## src/rtl/flag_alu_pkg.sv

```systemverilog
package flag_alu_pkg;

  typedef enum logic [4:0] {
    OP_ADD  = 5'd0,
    OP_ADC  = 5'd1,
    OP_SUB  = 5'd2,
    OP_SBB  = 5'd3,
    OP_INC  = 5'd4,
    OP_DEC  = 5'd5,
    OP_CMP  = 5'd6,
    OP_AND  = 5'd7,
    OP_OR   = 5'd8,
    OP_XOR  = 5'd9,
    OP_TEST = 5'd10,
    OP_CLC  = 5'd11,
    OP_STC  = 5'd12,
    OP_CLD  = 5'd13,
    OP_STD  = 5'd14,
    OP_CLI  = 5'd15,
    OP_STI  = 5'd16,
    OP_CLT  = 5'd17,
    OP_STT  = 5'd18
  } alu_op_e;

  localparam int SW      = 16;
  localparam int B_CARRY = 0;
  localparam int B_PAR   = 2;
  localparam int B_NIB   = 4;
  localparam int B_ZERO  = 6;
  localparam int B_SIGN  = 7;
  localparam int B_TRAP  = 8;
  localparam int B_IEN   = 9;
  localparam int B_DIR   = 10;
  localparam int B_OVF   = 11;

  localparam logic [SW-1:0] ST_FIXED = 16'h0002;
  localparam logic [SW-1:0] ST_LIVE  = 16'h0FD5;

  localparam logic [1:0] LG_AND = 2'd0;
  localparam logic [1:0] LG_OR  = 2'd1;
  localparam logic [1:0] LG_XOR = 2'd2;

endpackage

```

## src/rtl/flag_alu_arith.sv

```systemverilog
module flag_alu_arith #(
  parameter int DW = 16
) (
  input  logic [DW-1:0] x,
  input  logic [DW-1:0] y,
  input  logic          c,
  input  logic          sub,
  input  logic          wide,
  output logic [DW-1:0] sum,
  output logic          cf,
  output logic          af,
  output logic          of
);
  localparam int HW = DW / 2;

  logic [DW-1:0] yv;
  logic          cv;
  logic [DW:0]   full;
  logic [HW:0]   lowf;
  logic          xs, ys, rs;

  always_comb begin
    yv   = sub ? ~y : y;
    cv   = sub ? ~c : c;
    full = {1'b0, x} + {1'b0, yv} + {{DW{1'b0}}, cv};
    lowf = {1'b0, x[HW-1:0]} + {1'b0, yv[HW-1:0]} + {{HW{1'b0}}, cv};
    sum  = wide ? full[DW-1:0] : {{HW{1'b0}}, lowf[HW-1:0]};
    cf   = (wide ? full[DW] : lowf[HW]) ^ sub;
    af   = x[4] ^ y[4] ^ sum[4];
    xs   = wide ? x[DW-1]   : x[HW-1];
    ys   = wide ? yv[DW-1]  : yv[HW-1];
    rs   = wide ? sum[DW-1] : sum[HW-1];
    of   = (xs == ys) && (rs != xs);
  end
endmodule

```

## src/rtl/flag_alu_logic.sv

```systemverilog
module flag_alu_logic #(
  parameter int DW = 16
) (
  input  logic [DW-1:0] x,
  input  logic [DW-1:0] y,
  input  logic [1:0]    sel,
  input  logic          wide,
  output logic [DW-1:0] r
);
  import flag_alu_pkg::*;
  localparam int HW = DW / 2;

  logic [DW-1:0] raw;

  always_comb begin
    case (sel)
      LG_OR:   raw = x | y;
      LG_XOR:  raw = x ^ y;
      default: raw = x & y;
    endcase
    r = wide ? raw : {{HW{1'b0}}, raw[HW-1:0]};
  end
endmodule

```

## src/rtl/flag_alu_zps.sv

```systemverilog
module flag_alu_zps #(
  parameter int DW = 16
) (
  input  logic [DW-1:0] r,
  input  logic          wide,
  output logic          zf,
  output logic          sf,
  output logic          pf
);
  localparam int HW = DW / 2;
  localparam int PW = 8;

  logic lo_zero, hi_zero;

  always_comb begin
    lo_zero = (r[HW-1:0] == '0);
    hi_zero = (r[DW-1:HW] == '0);
    zf = wide ? (lo_zero && hi_zero) : lo_zero;
    sf = wide ? r[DW-1] : r[HW-1];
    pf = ~^r[PW-1:0];
  end
endmodule

```

## src/rtl/flag_alu.sv

```systemverilog
module flag_alu #(
  parameter int DW = 16
) (
  input  logic          clk,
  input  logic          rst,
  input  logic          en,
  input  logic [4:0]    op,
  input  logic          wide,
  input  logic          cin,
  input  logic [DW-1:0] opa,
  input  logic [DW-1:0] opb,
  output logic [DW-1:0] result,
  output logic          wr,
  output logic [15:0]   status
);
  import flag_alu_pkg::*;

  localparam logic [DW-1:0] ONE = {{(DW-1){1'b0}}, 1'b1};

  alu_op_e       opc;
  logic          do_arith, do_logic, do_sub, keep_cf, wr_op, c_in, y_one;
  logic [1:0]    lsel;
  logic [DW-1:0] y_arg, a_sum, l_res, r_mux;
  logic          a_cf, a_af, a_of, z_f, s_f, p_f;
  logic [15:0]   st_n;

  always_comb begin
    opc      = alu_op_e'(op);
    do_arith = 1'b0;
    do_logic = 1'b0;
    do_sub   = 1'b0;
    keep_cf  = 1'b0;
    wr_op    = 1'b0;
    c_in     = 1'b0;
    y_one    = 1'b0;
    lsel     = LG_AND;
    case (opc)
      OP_ADD:  begin do_arith = 1'b1; wr_op = 1'b1; end
      OP_ADC:  begin do_arith = 1'b1; wr_op = 1'b1; c_in = cin; end
      OP_SUB:  begin do_arith = 1'b1; wr_op = 1'b1; do_sub = 1'b1; end
      OP_SBB:  begin do_arith = 1'b1; wr_op = 1'b1; do_sub = 1'b1; c_in = cin; end
      OP_INC:  begin do_arith = 1'b1; wr_op = 1'b1; y_one = 1'b1; keep_cf = 1'b1; end
      OP_DEC:  begin do_arith = 1'b1; wr_op = 1'b1; y_one = 1'b1; keep_cf = 1'b1; do_sub = 1'b1; end
      OP_CMP:  begin do_arith = 1'b1; do_sub = 1'b1; end
      OP_AND:  begin do_logic = 1'b1; wr_op = 1'b1; lsel = LG_AND; end
      OP_OR:   begin do_logic = 1'b1; wr_op = 1'b1; lsel = LG_OR; end
      OP_XOR:  begin do_logic = 1'b1; wr_op = 1'b1; lsel = LG_XOR; end
      OP_TEST: begin do_logic = 1'b1; lsel = LG_AND; end
      default: ;
    endcase
    y_arg = y_one ? ONE : opb;
  end

  flag_alu_arith #(.DW(DW)) u_arith (
    .x(opa), .y(y_arg), .c(c_in), .sub(do_sub), .wide(wide),
    .sum(a_sum), .cf(a_cf), .af(a_af), .of(a_of)
  );

  flag_alu_logic #(.DW(DW)) u_logic (
    .x(opa), .y(opb), .sel(lsel), .wide(wide), .r(l_res)
  );

  assign r_mux = do_arith ? a_sum : l_res;

  flag_alu_zps #(.DW(DW)) u_zps (
    .r(r_mux), .wide(wide), .zf(z_f), .sf(s_f), .pf(p_f)
  );

  always_comb begin
    st_n = status;
    if (do_arith || do_logic) begin
      st_n[B_ZERO] = z_f;
      st_n[B_SIGN] = s_f;
      st_n[B_PAR]  = p_f;
      st_n[B_NIB]  = do_arith & a_af;
      st_n[B_OVF]  = do_arith & a_of;
      if (!keep_cf) st_n[B_CARRY] = do_arith & a_cf;
    end
    case (opc)
      OP_CLC: st_n[B_CARRY] = 1'b0;
      OP_STC: st_n[B_CARRY] = 1'b1;
      OP_CLD: st_n[B_DIR]   = 1'b0;
      OP_STD: st_n[B_DIR]   = 1'b1;
      OP_CLI: st_n[B_IEN]   = 1'b0;
      OP_STI: st_n[B_IEN]   = 1'b1;
      OP_CLT: st_n[B_TRAP]  = 1'b0;
      OP_STT: st_n[B_TRAP]  = 1'b1;
      default: ;
    endcase
  end

  always_ff @(posedge clk) begin
    if (rst) begin
      result <= '0;
      wr     <= 1'b0;
      status <= ST_FIXED;
    end else begin
      wr <= en && wr_op;
      if (en) begin
        status <= (st_n & ST_LIVE) | ST_FIXED;
        if (wr_op) result <= r_mux;
      end
    end
  end
endmodule

```

## config.mk

```make
export PLATFORM = sky130hd
export DESIGN_NAME = flag_alu
export DESIGN_NICKNAME = d
export VERILOG_FILES = /design/src/rtl/flag_alu_pkg.sv /design/src/rtl/flag_alu_arith.sv /design/src/rtl/flag_alu_logic.sv /design/src/rtl/flag_alu_zps.sv /design/src/rtl/flag_alu.sv
export SDC_FILE = /design/constraint.sdc
export NUM_CORES = 1
export LEC_CHECK = 0
export ABC_AREA = 0
export BUFFER_PORTS_ARGS = -buffer_cell sky130_fd_sc_hd__buf_2
export CORE_MARGIN = 8
export CORE_UTILIZATION = 53
export CTS_CLUSTER_DIAMETER = 60
export DETAILED_ROUTE_END_ITERATION = 8
export PLACE_DENSITY = 0.86
export SETUP_SLACK_MARGIN = 0.02
export SYNTH_ARGS = -nofsm -noshare
export SYNTH_HDL_FRONTEND = slang
export SYNTH_SLANG_ARGS = --single-unit
```

## constraint.sdc

```tcl
create_clock -name clk -period 12.9 [get_ports clk]
set_input_delay 2.58 -clock clk [delete_from_list [all_inputs] [get_ports clk]]
set_output_delay 2.58 -clock clk [all_outputs]
set_load 0.05 [all_outputs]
```

==> results.md, run 1 <==
* Worst setup path startpoint: op[3]
* Post-synth top area share at 18.97%
* Global route total overflow at 0
* Ant diodes at 0
* Peak Freq at 155.3 MHz
* Vias at 3562
* Unique masters post-synth at 62
* Clk sinks at 26
* Ys Warns at 0
* Post-synthesis sequential area ratio at 14.61%
* CP endpoint kind: register
* Routed vias/inst at 5.820
* Slew Viols, Final at 0
* Width of the chip at 97.98 um
* Synthesized area at 3562 sq um
* Vias in the first global route at 3446
* Final Power at 285.9 uW
* Area of the multi-input gates at 2715 sq um
* DRC at 0
* Core area at 6644 sq um
* Drt total wl at 9454 um
* Register area at 520.5 sq um
* Peak VDD IR at 50.71 uV
* Global-route wire length before repair at 15940 um
* Clk root buf: clkbuf_8
* Yosys reg bits at 26
* Worst path arrival time at 6.62 ns
* Global-route met3 utilization at 4.410%
* Most Crowded Layer GR: met2
* RR Endpoint: status[0]
* FP Rows at 30
* WP data required at 13.08 ns
* Reg-to-reg startpoint: status[0]
* Clock Skew at 0 ns
* # port buffers at 67
* Clock transition at the registers of the reported paths at 0.08 ns
* DP HPWL at 7552 um
* Internal reg-to-reg setup slack at 12.17 ns
* Area growth, synth to finish at 9.554%
* Io pins at 75
* H-tree depth at 1
* Cell count of the worst reg-to-reg path at 3
* Post-synth ARST share at 0%
* Die ar. at 9600 sq um
* GRT Resource Usage Total at 19.39%
* DP Worst Slack at 6.234 ns
* Placed instance area at 3847 sq um
* Top post-synthesis cells by area: ha_1, dfxtp_1, a21oi_1, nor2_1, mux2i_1
* Kind of critical path: input port to register
* Fraction of layout cells with a size suffix above 1 at 15.79%
* CP max FO at 17
* Starting DRT DRC Count at 217
* Worst Slack Setup Final at 6.462 ns
* Setup crit start kind: input port
* Fillers at 618
* Hold WC Path Type: register to register
* Resized Gates After CTS at 0
* CTS tree: built
* Mean Syn Cell Area at 7.330 sq um
* Post-synth top area cell: ha_1
* GR Util met2 at 34.51%
* Post-synth EDFFs at 0
* Design area at 3902 sq um
* Max clock buf depth at 2
* Util after Layout at 58.74%
* Num CTS Buffers at 3
* RSZ-0062 raised after global routing: no
* DR pass1 iterations at 5
* Final setup violation count at 0
* Postcts setup bufs at 0
* GPL Wtd Cong at 0.9123
* Largest net degree at the start of global routing at 31
* Critical Path End: status[6]
* Fin crit period at 6.438 ns
* Power Density at 73.26 nW/um^2
* Slew HR at 23.38%
* Clk_lat worst skew at 0.27 ns
* WL per Instance at 15.45 um
* Least-Margin Pin Slew at 1.146 ns
* Initial Util at 53.62%
* Post-DRT Antenna Nets at 0
* Initial antenna violation count at 0
* Outcome: completed
* Die Ht at 97.98 um
* Cells on Worst Hold Path at 2
* Tcrit/Tclk final at 49.90%
* Max-capacitance violation count at 0
* TNS Setup at 0 ns
* Post-layout net count at 631
* Cells after synthesis at 486
* Met1 Use GR at 22.45%
* Synth Flop Type: dfxtp_1
* P_leak at 1.964 nW
* Hold Fails Final Rpt at 0
* Hold Buf Count CTS at 0
## registers in the layout (all words and copies together) (netlist names)
name	count
result	16
wr	1
status	9
## worst max-delay path, stage by stage
cell and delay, ns:
buf_2 0.16, nor2_1 0.25, nand3b_1 0.59, nand3_1 0.29, nand2_1 0.10, fa_1 0.45, fa_1 0.43, a21oi_1 0.17
nand4b_1 0.20, nand2_1 0.09, xor2_1 0.15, a21oi_1 0.23, ha_1 0.18, nand4_1 0.09, nor2_1 0.10, nor4b_1 0.25
nand4b_1 0.12, o31ai_1 0.19
## final cells by class
| type | count | area share, % |
|---|---|---|
| clock buffers | 4 | 1.411 |
| flip-flops and latches | 26 | 13.34 |
| multi-input cells | 390 | 69.57 |
| repair buffers | 69 | 8.977 |
| well taps | 80 | 2.565 |
| inverters | 43 | 4.136 |
## through the flow
step / hold slack (ns) / cells
final: 0.4772 / 612
after detailed placement: 0.4663 / 608
after CTS: 0.4781 / 612
after global placement: 0.4564 / 608
after global routing: 0.5112 / 612
after floorplan: 0.6780 / 491
## cells in the mapped netlist (all sizes together) (8+ instances only)
master,count
a21oi,46
a311oi,9
buf,8
clkbuf,24
dfxtp,26
ha,54
inv,43
mux2i,20
nand2,54
nand2b,12
nand3,10
nor2,54
nor3,11
o21ai,12
xnor2,10
xor2,8
## logic make-up after synthesis
kind of cell / Yosys count / synth area share [%]
XOR/XNOR: 18 / 4.426
multiplexers: 22 / 6.252
buffers and inverters: 75 / 9.694
flip-flops: 26 / 14.61
AND/OR/NAND/NOR: 178 / 23.67
adder cells (fa/ha/maj): 56 / 20.09
AO/OA/AOI/OAI: 109 / 21.04
other: 2 / 0.2108
## metal layers
metal	vias to the layer above	share of wire (%)
met1	1636	42
met3	21	7.1
met2	133	48
met5	-	0
met4	0	2.4
li1	1772	-
## how the worst min path moves through the flow
| stage | startpoint | to | slack [ns] |
|---|---|---|---|
| floorplan | status[10] | status[10] | 0.68 |
| global placement | status[10] | status[10] | 0.46 |
| detailed placement | status[9] | status[9] | 0.47 |
| CTS | status[9] | status[9] | 0.48 |
| global route | status[9] | status[9] | 0.51 |
| finish | status[9] | status[9] | 0.48 |
## where the power goes
part	switching (mW)	leakage [nW]	internal [mW]
sequential	0.00157	0.210	0.0832
clock	0.0241	0.0288	0.0273
combinational	0.0928	1.72	0.0569
## cell usage in the layout (no fill, tap or decap), types with 2 or more instances in the layout
cell,count
a211oi_1,2
a21o_1,6
a21oi_1,46
a22oi_1,7
a311oi_1,9
a41oi_1,2
and3_1,6
buf_2,67
buf_4,2
clkbuf_8,4
conb_1,7
dfxtp_1,26
fa_1,2
ha_1,54
inv_1,43
mux2_2,2
mux2i_1,20
nand2_1,53
nand2b_1,12
nand3_1,10
nand3b_1,4
nand4_1,4
nand4b_1,3
nor2_1,54
nor2b_1,6
nor3_1,11
nor3b_1,2
nor4_1,5
nor4b_1,2
o211ai_1,3
o21a_1,2
o21ai_0,10
o21bai_1,2
xnor2_1,10
xor2_1,8
(Power assumes the default switching activity.)
==> run 2, diff against run 1 <==
- CORE_UTILIZATION: 53 -> 51
- clock period: 12.9 -> 5.8 ns (I/O delays scaled with it)
==> results.md, run 2 (same netlist as run 1, synthesis figures left out) <==
* Outcome: completed (unchanged)
* Fin crit period at 4.785 ns
* Hold WC Path Type: register to register (unchanged)
* Worst Slack Setup Final at 1.015 ns (was 6.462 ns)
* Ant diodes at 0 (unchanged)
* Clock transition at the registers of the reported paths at 0.08 ns (about the same)
* Most frequent cells in the layout: buf_2, nor2_1, ha_1 (unchanged)
* Clock Skew at 0 ns (unchanged)
* H-tree depth at 1 (unchanged)
* Post-layout net count at 633 (was 631)
* Power Density at 163.6 nW/um^2 (was 73.26 nW/um^2)
* DR pass1 iterations at 5 (unchanged)
* Max-capacitance violation count at 0 (unchanged)
* CP max FO at 11 (was 17)
* Internal reg-to-reg setup slack at 5.09 ns (was 12.17 ns)
* Least-Margin Pin Slew at 1.115 ns (was 1.146 ns)
* Non-Filler Instances at 630 (was 612)
* GR Util met2 at 36.42% (was 34.51%)
* Vias in the first global route at 3645 (was 3446)
* Seq pwr share at 29.2% (was 29.6%)
* Most common cell after layout, fill and taps aside: buf_2 (unchanged)
* Setup crit start kind: input port (unchanged)
* Starting DRT DRC Count at 318 (was 217)
* Global-route wire length before repair at 17020 um (was 15940 um)
* Clk pwr share at 17.9% (was 18.0%)
* Placed instance area at 3882 sq um (was 3847 sq um)
* Largest net degree at the start of global routing at 31 (unchanged)
* DP Worst Slack at 0.8818 ns (was 6.234 ns)
* Io pins at 75 (unchanged)
* RSZ-0062 raised after global routing: no (unchanged)
* Die ar. at 9915 sq um (was 9600 sq um)
* Max FFs per register at 16 (unchanged)
* Design area at 3938 sq um (was 3902 sq um)
* GPL Wtd Cong at 0.9703 (was 0.9123)
* Slew HR at 25.43% (was 23.38%)
* Comb power frac at 52.9% (was 52.4%)
* Kind of critical path: input port to register (unchanged)
* Postcts setup bufs at 0 (unchanged)
* Clk sinks at 26 (unchanged)
* Peak Freq at 209.0 MHz
* Most Crowded Layer GR: met2 (unchanged)
* Slew Viols, Final at 0 (unchanged)
* Final setup violation count at 0 (unchanged)
* Hold Buf Count CTS at 0 (unchanged)
* TNS Setup at 0 ns (unchanged)
* Resized Gates After CTS at 0 (unchanged)
* Die Ht at 99.58 um (was 97.98 um)
* FP Rows at 30 (unchanged)
* Biggest regs: result: 16 flops, status: 9 flops, wr: 1 flops (unchanged)
* WL per Instance at 15.98 um (was 15.45 um)
* GRT Resource Usage Total at 20.37% (was 19.39%)
* Sw Share at 42.04% (was 41.46%)
* Final Power at 644.3 uW (was 285.9 uW)
* Util after Layout at 57.96% (was 58.74%)
* Tcrit/Tclk final at 82.51%
* # port buffers at 67 (unchanged)
* Fraction of layout cells with a size suffix above 1 at 16.10% (was 15.79%)
* Peak VDD IR at 111.3 uV (was 50.71 uV)
* WP data required at 6.00 ns (was 13.08 ns)
* Post-DRT Antenna Nets at 0 (unchanged)
* Hold Fails Final Rpt at 0 (unchanged)
* Hold slack at 0.4738 ns (was 0.4772 ns)
* Max clock buf depth at 2 (unchanged)
* CTS tree: built (unchanged)
* DP HPWL at 7897 um (was 7552 um)
* Clk root buf: clkbuf_8 (unchanged)
* P_sw at 270.9 uW (was 118.5 uW)
* Worst path arrival time at 4.98 ns (was 6.62 ns)
* Num CTS Buffers at 3 (unchanged)
* Width of the chip at 99.58 um (was 97.98 um)
* Global route total overflow at 0 (unchanged)
* Global-route met3 utilization at 3.561% (was 4.410%)
* DRC at 0 (unchanged)
* Vias at 3611 (was 3562)
* Most flops, register: result (unchanged)
* Drt total wl at 10070 um (was 9454 um)
* Area growth, synth to finish at 10.54% (was 9.554%)
* Pint at 373.4 uW (was 167.4 uW)
* Met1 Use GR at 23.94% (was 22.45%)
* Initial Util at 52.43% (was 53.62%)
* Clk_lat worst skew at 0.27 ns (about the same)
* Dpl cells at 626 (was 608)
* Routed vias/inst at 5.732 (was 5.820)
* P_leak at 1.972 nW (was 1.964 nW)
* CP endpoint kind: register (unchanged)
* Initial antenna violation count at 0 (unchanged)
* Core area at 6794 sq um (was 6644 sq um)
run 2: changes by cell type in the layout (fill, tap and decap cells not counted):
| cell | previous run | this run |
|---|---|---|
| buf_4 | 2 | 4 |
run 2: power groups by stage:
| stage | registers [mW] | logic, mW | clock network (mW) |
|---|---|---|---|
| floorplan | 0.215 | 0.236 | 0 |
| global placement | 0.192 | 0.322 | 0 |
| detailed placement | 0.193 | 0.335 | 0 |
| CTS | 0.188 | 0.336 | 0.118 |
| global route | 0.189 | 0.373 | 0.124 |
| finish | 0.188 | 0.341 | 0.115 |
run 2: routing by layer:
| layer | vias to the layer above | share of wire [%] |
|---|---|---|
| met4 | 0 | 2.7 |
| met2 | 150 | 48 |
| met3 | 26 | 6.8 |
| met1 | 1662 | 42 |
| met5 | - | 0 |
| li1 | 1773 | - |
run 2: worst max-delay path, cell delays in order:
cell,delay [ns]
buf_2,0.16
nor2_1,0.24
nand3b_1,0.38
nand3_1,0.21
nand2_1,0.09
fa_1,0.45
fa_1,0.42
a21oi_1,0.18
nand4b_1,0.22
nand2_1,0.10
xor2_1,0.15
a21oi_1,0.25
ha_1,0.18
nand4_1,0.09
nor2_1,0.10
nor4b_1,0.27
nand4b_1,0.14
o31ai_1,0.19
run 2: path summary, 6_finish.rpt:
path,startpoint,endpoint,cells past startpoint
max reg2reg,status[0],status[0],3
min reg2reg,status[10],status[10],2
max,op[3],status[6],18
min,status[10],status[10],2
run 2: layout make-up:
type / count / area (sq um)
fillers: 647 / 2856
flip-flops and latches: 26 / 520.5
clock buffers: 4 / 55.05
well taps: 96 / 120.1
repair buffers: 71 / 365.4
inverters: 43 / 161.4
multi-input cells: 390 / 2715
==> run 3, diff against run 2 <==
- clock period: 5.8 -> 4.1 ns (I/O delays scaled with it)
==> results.md, run 3 (same netlist as run 1, synthesis figures left out) <==
* Peak Freq at 261.3 MHz
* Peak VDD IR at 154.4 uV (was 111.3 uV)
* RR Endpoint: status[0] (unchanged)
* Worst Slack Setup Final at 0.2727 ns (was 1.015 ns)
* Vias in the first global route at 3675 (was 3645)
* Hold endpoint: status[9] (was status[10])
* Util after Layout at 60.92% (was 57.96%)
* Buffers and inverters on the worst path at 5 (was 1)
* Most common cell after layout, fill and taps aside: buf_2 (unchanged)
* Kind of critical path: input port to register (unchanged)
* Max FFs per register at 16 (unchanged)
* Drt total wl at 10220 um (was 10070 um)
* Largest net degree at the start of global routing at 31 (unchanged)
* TNS Setup at 0 ns (unchanged)
* WL per Instance at 15.72 um (was 15.98 um)
* Hold WC Path Type: register to register (unchanged)
* Outcome: completed (unchanged)
* WP data required at 4.29 ns (was 6.00 ns)
* Vias at 3723 (was 3611)
* Clock transition at the registers of the reported paths at 0.09 ns (was 0.08 ns)
* Clk root buf: clkbuf_8 (unchanged)
* Global route total overflow at 0 (unchanged)
* Initial antenna violation count at 0 (unchanged)
* Most frequent cells in the layout: buf_2, nor2_1, nand2_1, ha_1, a21oi_1 (was buf_2, nor2_1, ha_1)
* Slowest cell on crit path: o41ai_1 (was fa_1)
* Cell count of the worst reg-to-reg path at 3 (unchanged)
* Area of the multi-input gates at 2750 sq um (was 2715 sq um)
* Postcts setup bufs at 0 (unchanged)
* # port buffers at 67 (unchanged)
* DP Worst Slack at -0.04451 ns (was 0.8818 ns)
* Die Ht at 99.58 um (unchanged)
* H-tree depth at 1 (unchanged)
* Worst path arrival time at 4.02 ns (was 4.98 ns)
* CP top delay family: compound AO/OA/AOI/OAI gates (was simple AND/OR/NAND/NOR gates)
* Io pins at 75 (unchanged)
* Hold_sp: status[9] (was status[10])
* Slew HR at 46.45% (was 25.43%)
* FP Rows at 30 (unchanged)
* Width of the chip at 99.58 um (unchanged)
* CP Cell Sequence: buf_2, nor2_1, buf_4, and3_1, buf_4, mux2i_1, buf_4, fa_2, a21oi_2, nand4b_1, buf_4, a21oi_1, o41ai_1, nor4_1, a221oi_1, nand4b_1, o31ai_1 (was buf_2, nor2_1, nand3b_1, nand3_1, nand2_1, fa_1, fa_1, a21oi_1, nand4b_1, nand2_1, xor2_1, a21oi_1, ha_1, nand4_1, nor2_1, nor4b_1, nand4b_1, o31ai_1)
* Least-Margin Pin Slew at 0.8032 ns (was 1.115 ns)
* DRC at 0 (unchanged)
* Crit-path max cell delay at 0.38 ns (was 0.45 ns)
* Internal reg-to-reg setup slack at 3.37 ns (was 5.09 ns)
* Power Density at 237.9 nW/um^2 (was 163.6 nW/um^2)
* P_leak at 2.077 nW (was 1.972 nW)
* Cells on Worst Hold Path at 2 (unchanged)
* Register area at 520.5 sq um (unchanged)
* RSZ-0062 raised after global routing: no (unchanged)
* Most flops, register: result (unchanged)
* Hold Fails Final Rpt at 0 (unchanged)
* Ant diodes at 0 (unchanged)
* Post-DRT Antenna Nets at 0 (unchanged)
* CP endpoint kind: register (unchanged)
* Max clock buf depth at 2 (unchanged)
* Global-route wire length before repair at 16750 um (was 17020 um)
* GPL Wtd Cong at 0.9437 (was 0.9703)
* Most frequent cell on the critical path: buf_4
* Fraction of layout cells with a size suffix above 1 at 20.40% (was 16.10%)
* Core area at 6794 sq um (unchanged)
* Fin crit period at 3.827 ns
* Final setup violation count at 0 (unchanged)
* Clk_lat worst skew at 0.27 ns (about the same)
* Post-layout net count at 653 (was 633)
* Routed vias/inst at 5.728 (was 5.732)
* CTS tree: built (unchanged)
* Reg-to-reg startpoint: status[0] (unchanged)
* Area growth, synth to finish at 16.19% (was 10.54%)
* Hold slack at 0.4761 ns (was 0.4738 ns)
* Starting DRT DRC Count at 194 (was 318)
* Max-capacitance violation count at 0 (unchanged)
* Clock Skew at 0 ns (unchanged)
* Num CTS Buffers at 3 (unchanged)
* Biggest regs: result: 16 flops, status: 9 flops, wr: 1 flops (unchanged)
* Tcrit/Tclk final at 93.35%
* Setup crit start kind: input port (unchanged)
* GRT Resource Usage Total at 20.19% (was 20.37%)
* Slew Viols, Final at 0 (unchanged)
* DP HPWL at 8121 um (was 7897 um)
* Die ar. at 9915 sq um (unchanged)
* CP max FO at 15 (was 11)
* Clk sinks at 26 (unchanged)
* DR pass1 iterations at 5 (unchanged)
* Initial Util at 52.43% (unchanged)
* Fillers at 625 (was 647)
run 3: power by group:
group | internal [mW] | leakage (nW) | switching (mW)
Sequential | 0.262 | 0.210 | 0.00466
Clock | 0.131 | 0.0357 | 0.0826
Combinational | 0.199 | 1.83 | 0.306
run 3: worst max path at each step:
stage                 to  slack [ns]  depth (start not counted)  startpoint
5_1_grt        status[6]        0.03                         18       op[3]
3_5_place_dp   status[6]       -0.04                         19       op[2]
2_1_floorplan  status[6]        0.04                         18       op[3]
4_1_cts        status[6]        0.20                         19       op[2]
3_3_place_gp   status[6]        0.08                         19       op[3]
6_report       status[6]        0.27                         17       op[3]
run 3: metrics by stage:
stage                     cell area, sq um  instances  power, mW
after CTS                             4104        650     0.9744
after global placement                4033        646     0.7475
final                                 4139        650     0.9847
after global routing                  4139        650      1.051
after detailed placement              4033        646     0.7620
after floorplan                       3582        491     0.6390
run 3: layer usage:
metal | track usage (%) | vias to the layer above | wire length (um)
met5 | 0 | - | 0
met4 | 7.101 | 0 | 255
met3 | 4.190 | 30 | 645
met2 | 37.50 | 133 | 5116
met1 | 21.95 | 1749 | 4198
li1 | - | 1811 | -
run 3: repair_timing:
| item | in CTS | in global routing |
|---|---|---|
| hold buffers | 0 | 0 |
| gates resized for setup | 0 | 8 |
| endpoints found under the setup margin | 0 | 2 |
run 3: worst reg2reg max path: stages (launching register included):
cell,delay [ns]
dfxtp_1,0.33
nand2_1,0.06
o41a_1,0.13
o22ai_1,0.07
run 3: area by class of cell:
| type | instances | area share, % |
|---|---|---|
| tap | 96 | 2.902 |
| clock inverter | 1 | 0.7255 |
| sequential | 26 | 12.58 |
| multi-input combinational | 390 | 66.45 |
| timing repair buffer | 91 | 12.45 |
| inverter | 43 | 3.900 |
| clock buffer | 3 | 0.9976 |
